File: src/rtl/shsub_pkg.sv
package shsub_pkg;
    localparam int DEF_OP_W    = 16;
    localparam int DEF_ACC_W   = 32;
    localparam int DEF_SHIFT_W = 5;
    localparam int DEF_OVC_W   = 6;
    localparam int DEF_RPT_W   = 8;

    typedef enum logic {
        ST_IDLE   = 1'b0,
        ST_REPEAT = 1'b1
    } seq_state_e;

    typedef struct packed {
        logic z;
        logic n;
        logic c;
        logic v;
    } flags_t;
endpackage

File: src/rtl/shsub_align.sv
module shsub_align #(
    parameter int OP_W    = shsub_pkg::DEF_OP_W,
    parameter int ACC_W   = shsub_pkg::DEF_ACC_W,
    parameter int SHIFT_W = shsub_pkg::DEF_SHIFT_W
) (
    input  logic [OP_W-1:0]    data_in,
    input  logic [SHIFT_W-1:0] shift_in,
    input  logic               sx_in,
    output logic [ACC_W-1:0]   aligned,
    output logic               full_shift
);
    localparam logic [SHIFT_W-1:0] MAX_SH = SHIFT_W'(OP_W);

    logic [ACC_W-1:0]   widened;
    logic [SHIFT_W-1:0] amt;

    assign widened[OP_W-1:0] = data_in;

    // upper bits replicate the operand sign only in sign-extension mode
    for (genvar gi = OP_W; gi < ACC_W; gi++) begin : g_ext
        assign widened[gi] = sx_in & data_in[OP_W-1];
    end

    always_comb begin
        amt        = (shift_in > MAX_SH) ? MAX_SH : shift_in;
        full_shift = (amt == MAX_SH);
        aligned    = widened << amt;
    end
endmodule

File: src/rtl/shsub_core.sv
module shsub_core #(
    parameter int ACC_W = shsub_pkg::DEF_ACC_W,
    parameter int OVC_W = shsub_pkg::DEF_OVC_W
) (
    input  logic [ACC_W-1:0] acc_in,
    input  logic             c_in,
    input  logic             v_in,
    input  logic [OVC_W-1:0] ovc_in,
    input  logic [ACC_W-1:0] opnd,
    input  logic             full_shift,
    input  logic             sat_in,
    output logic [ACC_W-1:0] acc_nx,
    output shsub_pkg::flags_t flags_nx,
    output logic [OVC_W-1:0] ovc_nx,
    output logic             pos_ovf,
    output logic             neg_ovf
);
    localparam logic [ACC_W-1:0] MAX_POS = {1'b0, {(ACC_W-1){1'b1}}};
    localparam logic [ACC_W-1:0] MAX_NEG = {1'b1, {(ACC_W-1){1'b0}}};

    logic [ACC_W:0]   wide_diff;
    logic [ACC_W-1:0] diff;
    logic             borrow;
    logic             a_s, b_s, d_s;

    always_comb begin
        wide_diff = {1'b0, acc_in} - {1'b0, opnd};
        diff      = wide_diff[ACC_W-1:0];
        borrow    = wide_diff[ACC_W];
        a_s       = acc_in[ACC_W-1];
        b_s       = opnd[ACC_W-1];
        d_s       = diff[ACC_W-1];
        pos_ovf   = !a_s &&  b_s &&  d_s;
        neg_ovf   =  a_s && !b_s && !d_s;

        if (sat_in && pos_ovf)      acc_nx = MAX_POS;
        else if (sat_in && neg_ovf) acc_nx = MAX_NEG;
        else                        acc_nx = diff;

        if (sat_in)       ovc_nx = ovc_in;
        else if (pos_ovf) ovc_nx = ovc_in + OVC_W'(1);
        else if (neg_ovf) ovc_nx = ovc_in - OVC_W'(1);
        else              ovc_nx = ovc_in;

        flags_nx.z = (acc_nx == '0);
        flags_nx.n = acc_nx[ACC_W-1];
        flags_nx.v = v_in | pos_ovf | neg_ovf;
        if (full_shift) flags_nx.c = c_in & ~borrow;
        else            flags_nx.c = ~borrow;
    end
endmodule

File: src/rtl/shsub_seq.sv
module shsub_seq #(
    parameter int OP_W    = shsub_pkg::DEF_OP_W,
    parameter int SHIFT_W = shsub_pkg::DEF_SHIFT_W,
    parameter int RPT_W   = shsub_pkg::DEF_RPT_W
) (
    input  logic               clk,
    input  logic               rst_n,
    input  logic               ld_en,
    input  logic               op_valid,
    input  logic [OP_W-1:0]    op_data,
    input  logic [SHIFT_W-1:0] op_shift,
    input  logic               sign_ext,
    input  logic               sat_mode,
    input  logic [RPT_W-1:0]   rpt_cnt,
    output logic               fire,
    output logic               ld_take,
    output logic               busy,
    output logic [OP_W-1:0]    sel_data,
    output logic [SHIFT_W-1:0] sel_shift,
    output logic               sel_sx,
    output logic               sel_sat
);
    import shsub_pkg::*;

    seq_state_e         state, state_nx;
    logic [RPT_W-1:0]   remain;
    logic [OP_W-1:0]    hold_data;
    logic [SHIFT_W-1:0] hold_shift;
    logic               hold_sx, hold_sat;
    logic               accept;

    assign accept = (state == ST_IDLE) && op_valid && !ld_en;

    // next state
    always_comb begin
        state_nx = state;
        unique case (state)
            ST_IDLE:   if (accept && rpt_cnt != '0) state_nx = ST_REPEAT;
            ST_REPEAT: if (remain == RPT_W'(1))     state_nx = ST_IDLE;
            default:   state_nx = ST_IDLE;
        endcase
    end

    // state register and captured request
    always_ff @(posedge clk) begin
        if (!rst_n) begin
            state      <= ST_IDLE;
            remain     <= '0;
            hold_data  <= '0;
            hold_shift <= '0;
            hold_sx    <= 1'b0;
            hold_sat   <= 1'b0;
        end else begin
            state <= state_nx;
            if (accept) begin
                remain     <= rpt_cnt;
                hold_data  <= op_data;
                hold_shift <= op_shift;
                hold_sx    <= sign_ext;
                hold_sat   <= sat_mode;
            end else if (state == ST_REPEAT) begin
                remain <= remain - RPT_W'(1);
            end
        end
    end

    // outputs
    always_comb begin
        unique case (state)
            ST_IDLE: begin
                busy      = 1'b0;
                fire      = accept;
                ld_take   = ld_en;
                sel_data  = op_data;
                sel_shift = op_shift;
                sel_sx    = sign_ext;
                sel_sat   = sat_mode;
            end
            ST_REPEAT: begin
                busy      = 1'b1;
                fire      = 1'b1;
                ld_take   = 1'b0;
                sel_data  = hold_data;
                sel_shift = hold_shift;
                sel_sx    = hold_sx;
                sel_sat   = hold_sat;
            end
            default: begin
                busy      = 1'b0;
                fire      = 1'b0;
                ld_take   = 1'b0;
                sel_data  = op_data;
                sel_shift = op_shift;
                sel_sx    = sign_ext;
                sel_sat   = sat_mode;
            end
        endcase
    end


    rep_step_chk: assert property (@(posedge clk) disable iff (!rst_n)
        (state == ST_REPEAT && remain > RPT_W'(1)) |=>
            (state == ST_REPEAT && remain == $past(remain) - RPT_W'(1)));


    rep_end_chk: assert property (@(posedge clk) disable iff (!rst_n)
        (state == ST_REPEAT && remain == RPT_W'(1)) |=> (state == ST_IDLE));


    hold_stable_chk: assert property (@(posedge clk) disable iff (!rst_n)
        (state == ST_REPEAT) |=>
            ($stable(hold_data) && $stable(hold_shift) && $stable(hold_sx) && $stable(hold_sat)));
endmodule

File: src/rtl/shacc_sub_unit.sv
module shacc_sub_unit #(
    parameter int OP_W    = shsub_pkg::DEF_OP_W,
    parameter int ACC_W   = shsub_pkg::DEF_ACC_W,
    parameter int SHIFT_W = shsub_pkg::DEF_SHIFT_W,
    parameter int OVC_W   = shsub_pkg::DEF_OVC_W,
    parameter int RPT_W   = shsub_pkg::DEF_RPT_W
) (
    input  logic               clk,
    input  logic               rst_n,
    input  logic               ld_en,
    input  logic [ACC_W-1:0]   ld_acc,
    input  logic [3:0]         ld_flags,
    input  logic [OVC_W-1:0]   ld_ovc,
    input  logic               op_valid,
    input  logic [OP_W-1:0]    op_data,
    input  logic [SHIFT_W-1:0] op_shift,
    input  logic               sign_ext,
    input  logic               sat_mode,
    input  logic [RPT_W-1:0]   rpt_cnt,
    output logic               busy,
    output logic [ACC_W-1:0]   acc,
    output logic               flag_z,
    output logic               flag_n,
    output logic               flag_c,
    output logic               flag_v,
    output logic [OVC_W-1:0]   ovc
);
    import shsub_pkg::*;

    localparam logic [ACC_W-1:0] SAT_HI = {1'b0, {(ACC_W-1){1'b1}}};
    localparam logic [ACC_W-1:0] SAT_LO = {1'b1, {(ACC_W-1){1'b0}}};

    logic               fire, ld_take;
    logic [OP_W-1:0]    sel_data;
    logic [SHIFT_W-1:0] sel_shift;
    logic               sel_sx, sel_sat;
    logic [ACC_W-1:0]   aligned;
    logic               full_shift;
    logic [ACC_W-1:0]   acc_q, acc_nx;
    flags_t             flg_q, flg_nx;
    logic [OVC_W-1:0]   ovc_q, ovc_nx;
    logic               pos_ovf, neg_ovf;

    shsub_seq #(.OP_W(OP_W), .SHIFT_W(SHIFT_W), .RPT_W(RPT_W)) u_seq (
        .clk(clk), .rst_n(rst_n), .ld_en(ld_en), .op_valid(op_valid),
        .op_data(op_data), .op_shift(op_shift), .sign_ext(sign_ext),
        .sat_mode(sat_mode), .rpt_cnt(rpt_cnt), .fire(fire),
        .ld_take(ld_take), .busy(busy), .sel_data(sel_data),
        .sel_shift(sel_shift), .sel_sx(sel_sx), .sel_sat(sel_sat)
    );

    shsub_align #(.OP_W(OP_W), .ACC_W(ACC_W), .SHIFT_W(SHIFT_W)) u_align (
        .data_in(sel_data), .shift_in(sel_shift), .sx_in(sel_sx),
        .aligned(aligned), .full_shift(full_shift)
    );

    shsub_core #(.ACC_W(ACC_W), .OVC_W(OVC_W)) u_core (
        .acc_in(acc_q), .c_in(flg_q.c), .v_in(flg_q.v), .ovc_in(ovc_q),
        .opnd(aligned), .full_shift(full_shift), .sat_in(sel_sat),
        .acc_nx(acc_nx), .flags_nx(flg_nx), .ovc_nx(ovc_nx),
        .pos_ovf(pos_ovf), .neg_ovf(neg_ovf)
    );

    always_ff @(posedge clk) begin
        if (!rst_n) begin
            acc_q <= '0;
            flg_q <= '0;
            ovc_q <= '0;
        end else if (ld_take) begin
            acc_q <= ld_acc;
            flg_q <= flags_t'(ld_flags);
            ovc_q <= ld_ovc;
        end else if (fire) begin
            acc_q <= acc_nx;
            flg_q <= flg_nx;
            ovc_q <= ovc_nx;
        end
    end

    assign acc    = acc_q;
    assign flag_z = flg_q.z;
    assign flag_n = flg_q.n;
    assign flag_c = flg_q.c;
    assign flag_v = flg_q.v;
    assign ovc    = ovc_q;


    zn_track_chk: assert property (@(posedge clk) disable iff (!rst_n)
        fire |=> (flag_z == (acc == '0)) && (flag_n == acc[ACC_W-1]));


    v_sticky_chk: assert property (@(posedge clk) disable iff (!rst_n)
        (flag_v && !ld_take) |=> flag_v);


    sat_clamp_chk: assert property (@(posedge clk) disable iff (!rst_n)
        (fire && sel_sat && (pos_ovf || neg_ovf)) |=>
            ((acc == SAT_HI || acc == SAT_LO) && $stable(ovc)));


    ovc_step_chk: assert property (@(posedge clk) disable iff (!rst_n)
        (fire && !sel_sat && !pos_ovf && !neg_ovf) |=> $stable(ovc));


    load_chk: assert property (@(posedge clk) disable iff (!rst_n)
        ld_take |=> (acc == $past(ld_acc) && ovc == $past(ld_ovc)));
endmodule

File: config.mk
export PLATFORM = sky130hd
export DESIGN_NAME = shacc_sub_unit
export DESIGN_NICKNAME = d
export VERILOG_FILES = /design/src/rtl/shsub_pkg.sv /design/src/rtl/shsub_align.sv /design/src/rtl/shsub_core.sv /design/src/rtl/shsub_seq.sv /design/src/rtl/shacc_sub_unit.sv
export SDC_FILE = /design/constraint.sdc
export NUM_CORES = 1
export LEC_CHECK = 0
export BUFFER_PORTS_ARGS = -buffer_cell sky130_fd_sc_hd__clkbuf_2
export CAP_MARGIN = 40
export CORE_MARGIN = 5
export CORE_UTILIZATION = 52
export DETAILED_ROUTE_END_ITERATION = 8
export PLACE_DENSITY = 0.76
export SLEW_MARGIN = 20
export SYNTH_ARGS = -nofsm -noshare
export SYNTH_HDL_FRONTEND = slang
export SYNTH_SLANG_ARGS = --single-unit
File: constraint.sdc
create_clock -name clk -period 4.9 [get_ports clk]
set_input_delay 0.245 -clock clk [delete_from_list [all_inputs] [get_ports clk]]
set_output_delay 0.245 -clock clk [all_outputs]
set_load 0.01 [all_outputs]
# Word-level counts from Yosys, hierarchy flattened
# Index checks and enable logic that the tools add are counted.
[word_totals] regBits=74 out_inout_bits=43 wordCells=71 inputBits=77
[classes] shifts=1 mux=25 n_eq_ne=3 order_cmp=1 n_addsub=4 n_reduce_logical=19 n_bitwise=6
[ops] operator="2-to-1 mux 32 bit" count=4
[ops] operator="subtractor 32 x 32 -> 33 bit" count=1
[ops] operator="logical NOT 32 bit" count=1
[ops] operator="case mux 16 bit (2 select lines)" count=1
[ops] operator="left shift 32 x 5 -> 32 bit" count=1
[ops] operator="2-to-1 mux 6 bit" count=5
[ops] operator="2-to-1 mux 8 bit" count=2
[ops] operator="case mux 1 bit (2 select lines)" count=6
[ops] operator="case mux 5 bit (2 select lines)" count=1
[ops] operator="logical AND 1 bit" count=9
[ops] operator="== test 8 x 1 -> 1 bit, second input constant" count=1
[ops] operator="2-to-1 mux 4 bit" count=2
[ops] operator="nonzero test 8 bit" count=1
[ops] operator="subtractor 8 x 1 -> 8 bit, second input constant" count=1
[ops] operator="adder 6 x 1 -> 6 bit, second input constant" count=1
[ops] operator="subtractor 6 x 1 -> 6 bit, second input constant" count=1
[ops] operator="== test 5 bit, second input constant" count=1
[ops] operator="greater-than comparator 5 bit, second input constant" count=1
[ops] operator="2-to-1 mux 5 bit" count=1
[ops] operator="logical NOT 1 bit" count=4
[ops] operator="nonzero test 2 bit" count=2
[ops] operator="2-to-1 mux 1 bit" count=3
[ops] operator="AND reduction 3 bit" count=1
[ops] operator="nonzero test 3 bit" count=1
[ops] operator="other kinds (4)" count=7

# Longest topological paths before layout
[logic_depth] depth_word=14 mapped_depth=28 depth_no_buf=24

# By module
# From an unflattened synthesis, not the netlist that was laid out.
[unflattened] cells_unflattened=955 hier_area_um2=7902.6
[modules_own_cells] mod="shsub_core" cells_per_inst=398 seq_area_each_um2=0.0 area_per_inst_um2=2615.0 instances=1
[modules_own_cells] mod="shacc_sub_unit" cells_per_inst=187 seq_area_each_um2=840.8 area_per_inst_um2=2323.5 instances=1
[modules_own_cells] mod="shsub_seq" cells_per_inst=193 seq_area_each_um2=640.6 area_per_inst_um2=1684.1 instances=1
[modules_own_cells] mod="shsub_align" cells_per_inst=177 seq_area_each_um2=0.0 area_per_inst_um2=1280.0 instances=1

# Least setup slack after synthesis
# OpenSTA, ideal clock, no wires.
[synth_path] path_kind="register to register" startpoint="register u_seq.state" endpoint="register ovc_q[5] (netlist: ovc[5])" stages_incl_launch_ff=24 required_time_ps=4777 arrival_ps=5342 synth_period_minus_slack_ps=5465 n_path_buf=3 path_slack_ps=-565 setup_ps=123 path_cell_list="dfxtp_1 buf_2 mux2_2 nor2_1 buf_2 mux4_2 mux2i_1 mux2i_1 nor2_1 or3_1 ha_1 nand4_1 o21ai_1 a31o_1 a22o_4 a21o_4 a311oi_2 buf_4 ha_1 or2_2 a211o_1 nand3_1 nor4_1 nand3b_1"
[synth_via] elab_chain_cells=11 elab_cells_between_ends=28 cone_classes="add/sub (1); order compare (1); eq/ne (1); shift (1); mux (11); bitwise (2); reduce/logical (11)"
[synth_rtl] element="start: declaration" line_no="shsub_seq.sv:25" text="seq_state_e state, state_nx;"
[synth_rtl] element="start signal: assignment" line_no="shsub_seq.sv:54" text="state <= state_nx;"
[synth_rtl] element="inverter 1 bit" line_no="shsub_seq.sv:32, shsub_seq.sv:69"
[synth_rtl] element="case mux 5 bit (2 select lines)" line_no="shsub_seq.sv:69" text="unique case (state)"
[synth_rtl] element="greater-than comparator 5 bit" line_no="shsub_align.sv:25" text="amt = (shift_in > MAX_SH) ? MAX_SH : shift_in;"
[synth_rtl] element="2-to-1 mux 5 bit" line_no="shsub_align.sv:25"
[synth_rtl] element="left shift 32 x 5 -> 32 bit" line_no="shsub_align.sv:27" text="aligned = widened << amt;"
[synth_rtl] element="subtractor 32 x 32 -> 33 bit or logical AND 1 bit (tied branches)" line_no="shsub_core.sv:27, shsub_core.sv:33"
[synth_rtl] element="logical AND 1 bit" line_no="shsub_core.sv:33" text="pos_ovf = !a_s && b_s && d_s;"
[synth_rtl] element="2-to-1 mux 6 bit" line_no="shsub_core.sv:41" text="else if (pos_ovf) ovc_nx = ovc_in + OVC_W'(1);"
[synth_rtl] element="2-to-1 mux 6 bit" line_no="shsub_core.sv:40" text="if (sat_in) ovc_nx = ovc_in;"
[synth_rtl] element="2-to-1 mux 6 bit" line_no="shacc_sub_unit.sv:73" text="end else if (fire) begin"
[synth_rtl] element="2-to-1 mux 6 bit" line_no="shacc_sub_unit.sv:69" text="end else if (ld_take) begin"
[synth_rtl] element="end signal: assignment" line_no="shacc_sub_unit.sv:72" text="ovc_q <= ld_ovc;"
[synth_rtl] element="end signal: assignment" line_no="shacc_sub_unit.sv:76" text="ovc_q <= ovc_nx;"
[synth_rtl] element="end: declaration" line_no="shacc_sub_unit.sv:41" text="logic [OVC_W-1:0] ovc_q, ovc_nx;"
# Parallel ways exist; a longest one is shown, timed or not. The select of a mux whose other input is x is not followed.
# A chain may end at the register's enable or synchronous reset.

# Worst setup path after layout
# Ends and elaborated chain as after synthesis.

==> out/qor.txt <==
GRT
------------------------------------------------------------------------------------
Antenna violations before repair                                                   0
Total gr overflow                                                                  0
Number of global-route vias before repair                                      7,299
Pin count of the biggest net entering global routing                              42
Wire length of the first global-routing pass                            36,900 microns
GRT Overall Usage                                                              0.282

WORST SETUP PATH
------------------------------------------------------------------------------------
Worst path top cell family by delay                                     compound AO/OA/AOI/OAI gates
Crit Path Class                                                           reg -> reg
Critical-path top delay cell                                            sky130_fd_sc_hd__dfxtp_4
R2r setup slk                                                                 -90 ps
CP startpoint kind                                                              flop
Crit-path max FO                                                                   7
Worst path bufs/invs                                                               3
Cell-by-cell listing of the critical path                               mux2_4 > nor2_4 > clkbuf_16 > mux4_2 > mux2i_4 > mux2i_2 > nand2_1 > o21ai_0 > nand2_1 > ha_1 > a21oi_1 > o21ai_1 > a31o_1 > a22o_4 > a21o_4 > a311oi_2 > buf_6 > buf_6 > ha_4 > or2_4 > a211o_1 > nand3_2 > nor4_1 > nand3b_1
Required time worst endpoint                                                 5140 ps
Worst endpoint data arrival time                                             5240 ps
Critical Path End Type                                                          flop
Delay of the slowest critical-path stage                                      390 ps

SYNTHESIS
------------------------------------------------------------------------------------
Summed instance area of the synthesized netlist                           6980 sq um
Yosys synthesis warning count                                                      0
Share of flip-flops with an asynchronous set or reset after synthesis              0
Sequential fraction of the synthesis area                                      0.212
Post-synthesis register bit count                                                 74
Commonest cells in the netlist                                          sky130_fd_sc_hd__nand2_1, sky130_fd_sc_hd__a21oi_1, sky130_fd_sc_hd__dfxtp_1, sky130_fd_sc_hd__nor2_1, sky130_fd_sc_hd__o21ai_0
Cell types occupying the most area after synthesis                      sky130_fd_sc_hd__dfxtp_1, sky130_fd_sc_hd__a21oi_1, sky130_fd_sc_hd__nand2_1
Net count after synthesis                                                      1,056
Cell taking the most area after synthesis                               sky130_fd_sc_hd__dfxtp_1
EDFF count, synth                                                                  0
Synth cell types                                                                  76
Syn Area/Cell                                                             7.45 sq um
Count of mapped cells out of synthesis                                           937
Top_reg_cell synth                                                      sky130_fd_sc_hd__dfxtp_1
Top cell type's share of synthesized area                                      0.212
Most used standard cell by instance count after synthesis               sky130_fd_sc_hd__nand2_1

CLOCKING
------------------------------------------------------------------------------------
Htree depth                                                                        3
Clock tree root driver cell                                             sky130_fd_sc_hd__clkbuf_16
Number of sinks handled by clock tree synthesis                                   74
Longest Clk Path Bufs                                                              2
Insertion delay of the later-clocked pin in the worst-skew pair               360 ps
Clock-pin transition on the worst setup and hold timing paths                  60 ps
Number of buffers added by the clock tree synthesis step                           9
Number of hold buffers added after cts                                             0
TritonCTS clock tree                                                           built

ROUTE
------------------------------------------------------------------------------------
Iteration count of the initial detailed-routing pass                               5
Antenna violation net count after detailed routing                                 0
Number of vias after detailed routing                                          8,048
Violation count after the first detailed-routing iteration                     1,020
Post-DR wirelength/cell                                                 18.8 microns
Detailed-route DRC error count                                                     0
Mean number of vias per cell                                                    6.28
Wire length reported by the detailed router                             24,100 microns

FINAL LAYOUT
------------------------------------------------------------------------------------
Number of nets in the final layout                                             1,219
Diodes inserted                                                                    0
Cell area after layout                                                    9140 sq um
Fraction of layout cells with a size suffix above 1                            0.311
Seq. cell area                                                            1490 sq um
Area of the multi-input gates                                             5650 sq um
Filler cell count in the final layout                                          1,071
Layout overhead on the synthesized area                                        31.0%

PLACED DESIGN
------------------------------------------------------------------------------------
# port buffers                                                                   119
Half-perimeter wire length of the detailed placement result             17,700 microns
Cell Area, Placed                                                         8180 sq um
Routability congestion estimate from global placement                           1.01

TIMING
------------------------------------------------------------------------------------
Fin. max-slew vios                                                                 0
Final period util                                                               1.02
Final-report setup violation count                                                 2
Clock period minus worst slack                                               4990 ps
Worst hold slack                                                              121 ps
Transition time at the pin with the least slew margin                         797 ps
Relative slew margins                                                          0.469
Setup repair after global routing missed its margin                             true
Sum Neg Setup Slack                                                          -153 ps
Hold Violations, Final                                                             0
Clock skew                                                                   6.44 ps
Setup slack of the critical path after layout                               -91.5 ps
F_max                                                                      0.200 GHz

POWER
------------------------------------------------------------------------------------
Leakage component of the power                                            0.00374 uW
Power, Total                                                                 4620 uW
Power density over the cells                                             506 nW/um^2
Maximum ir drop on the vdd rail                                             0.252 mV

RUN
------------------------------------------------------------------------------------
# Max-Cap Violations                                                               0

MIN PATH
------------------------------------------------------------------------------------
Class of the tightest hold or removal check                                in -> reg

DIE
------------------------------------------------------------------------------------
Die width                                                                126 microns
Initial standard-cell utilization of the core                                  0.529
Area enclosed by the die boundary                                       15,800 sq um
Standard cell core area                                                 13,200 sq um
Height of the die                                                        126 microns
Number of core rows                                                               42
Top-level I/O count                                                              120

STATUS
------------------------------------------------------------------------------------
Violations in the final reports                                         setup timing
Status                                                                  finished with violations

[cell type report]
type                            count  area share
Inverter                           18     0.00739
Clock inverter                      7      0.0111
Clock buffer                        9      0.0246
Sequential cell                    74       0.162
Timing Repair Buffer              211       0.152
Multi-Input combinational cell    786       0.618
Tap cell                          176      0.0241
[tightest hold or removal path: cells and delay by family]
family / cells / cell delay, ps
AND/OR/NAND/NOR: 1 / 50
buffers and inverters: 1 / 90
AO/OA/AOI/OAI: 1 / 50
[final timing paths]
| kind | start | end | cells after the start |
|---|---|---|---|
| hold reg to reg | u_seq.hold_sx | u_seq.hold_sx | 2 |
| hold / removal | sat_mode | u_seq.hold_sat | 3 |
| setup / recovery | u_seq.state | ovc[5] | 24 |
| setup reg to reg | u_seq.state | ovc[5] | 24 |
[layer usage]
metal	track usage	wire, microns
met5	0	0
met4	0.120	892
met3	0.0445	1910
met2	0.449	11000
met1	0.383	10200
[cells in the final DEF (no fill, tap or decap), types with 16 or more instances in the layout]
cell type,count
sky130_fd_sc_hd__a211oi_1,16
sky130_fd_sc_hd__a21oi_1,121
sky130_fd_sc_hd__a21oi_2,16
sky130_fd_sc_hd__buf_4,79
sky130_fd_sc_hd__clkbuf_2,119
sky130_fd_sc_hd__dfxtp_1,73
sky130_fd_sc_hd__ha_1,32
sky130_fd_sc_hd__inv_1,17
sky130_fd_sc_hd__nand2_1,160
sky130_fd_sc_hd__nor2_1,59
sky130_fd_sc_hd__o21ai_0,37
sky130_fd_sc_hd__o221ai_1,23
sky130_fd_sc_hd__xnor2_1,17
[cell families after synthesis]
family,share of synthesized area
muxes,0.0995
adders and majority gates,0.0764
buffers and inverters,0.0436
AOI/OAI and AO/OA,0.317
and+or+nand+nor,0.219
xor gates and xnor gates,0.0324
DFF,0.212
[what timing repair did]
item,in CTS,in global routing
setup endpoints to repair,4,41
resized for setup,8,90
gates cloned,0,1
pin swaps,0,18
buffers inserted,1,23
[where the power goes]
part | internal [uW] | total, uW | switching, uW
registers | 702 | 819 | 117
clock network | 450 | 746 | 296
logic | 1370 | 3060 | 1680
total | 2530 | 4620 | 2100
[through the flow]
| stage | worst slack, ps | util | std cells |
|---|---|---|---|
| after global placement | -117 | 0.619 | 1239 |
| after global routing | -254 | 0.693 | 1281 |
| final | -91.5 | 0.693 | 1281 |
| after CTS | -15.4 | 0.648 | 1257 |
| after floorplan | 9.13 | - | 937 |
| after detailed placement | -136 | 0.620 | 1240 |
[registers in the layout (all words and copies together) (netlist names)]
signal            cells
acc                  32
flag_c                1
flag_n                1
flag_v                1
flag_z                1
ovc                   6
u_seq.hold_data      16
u_seq.hold_sat        1
u_seq.hold_shift      5
u_seq.hold_sx         1
u_seq.remain          8
u_seq.state           1
(Power assumes the default switching activity.)
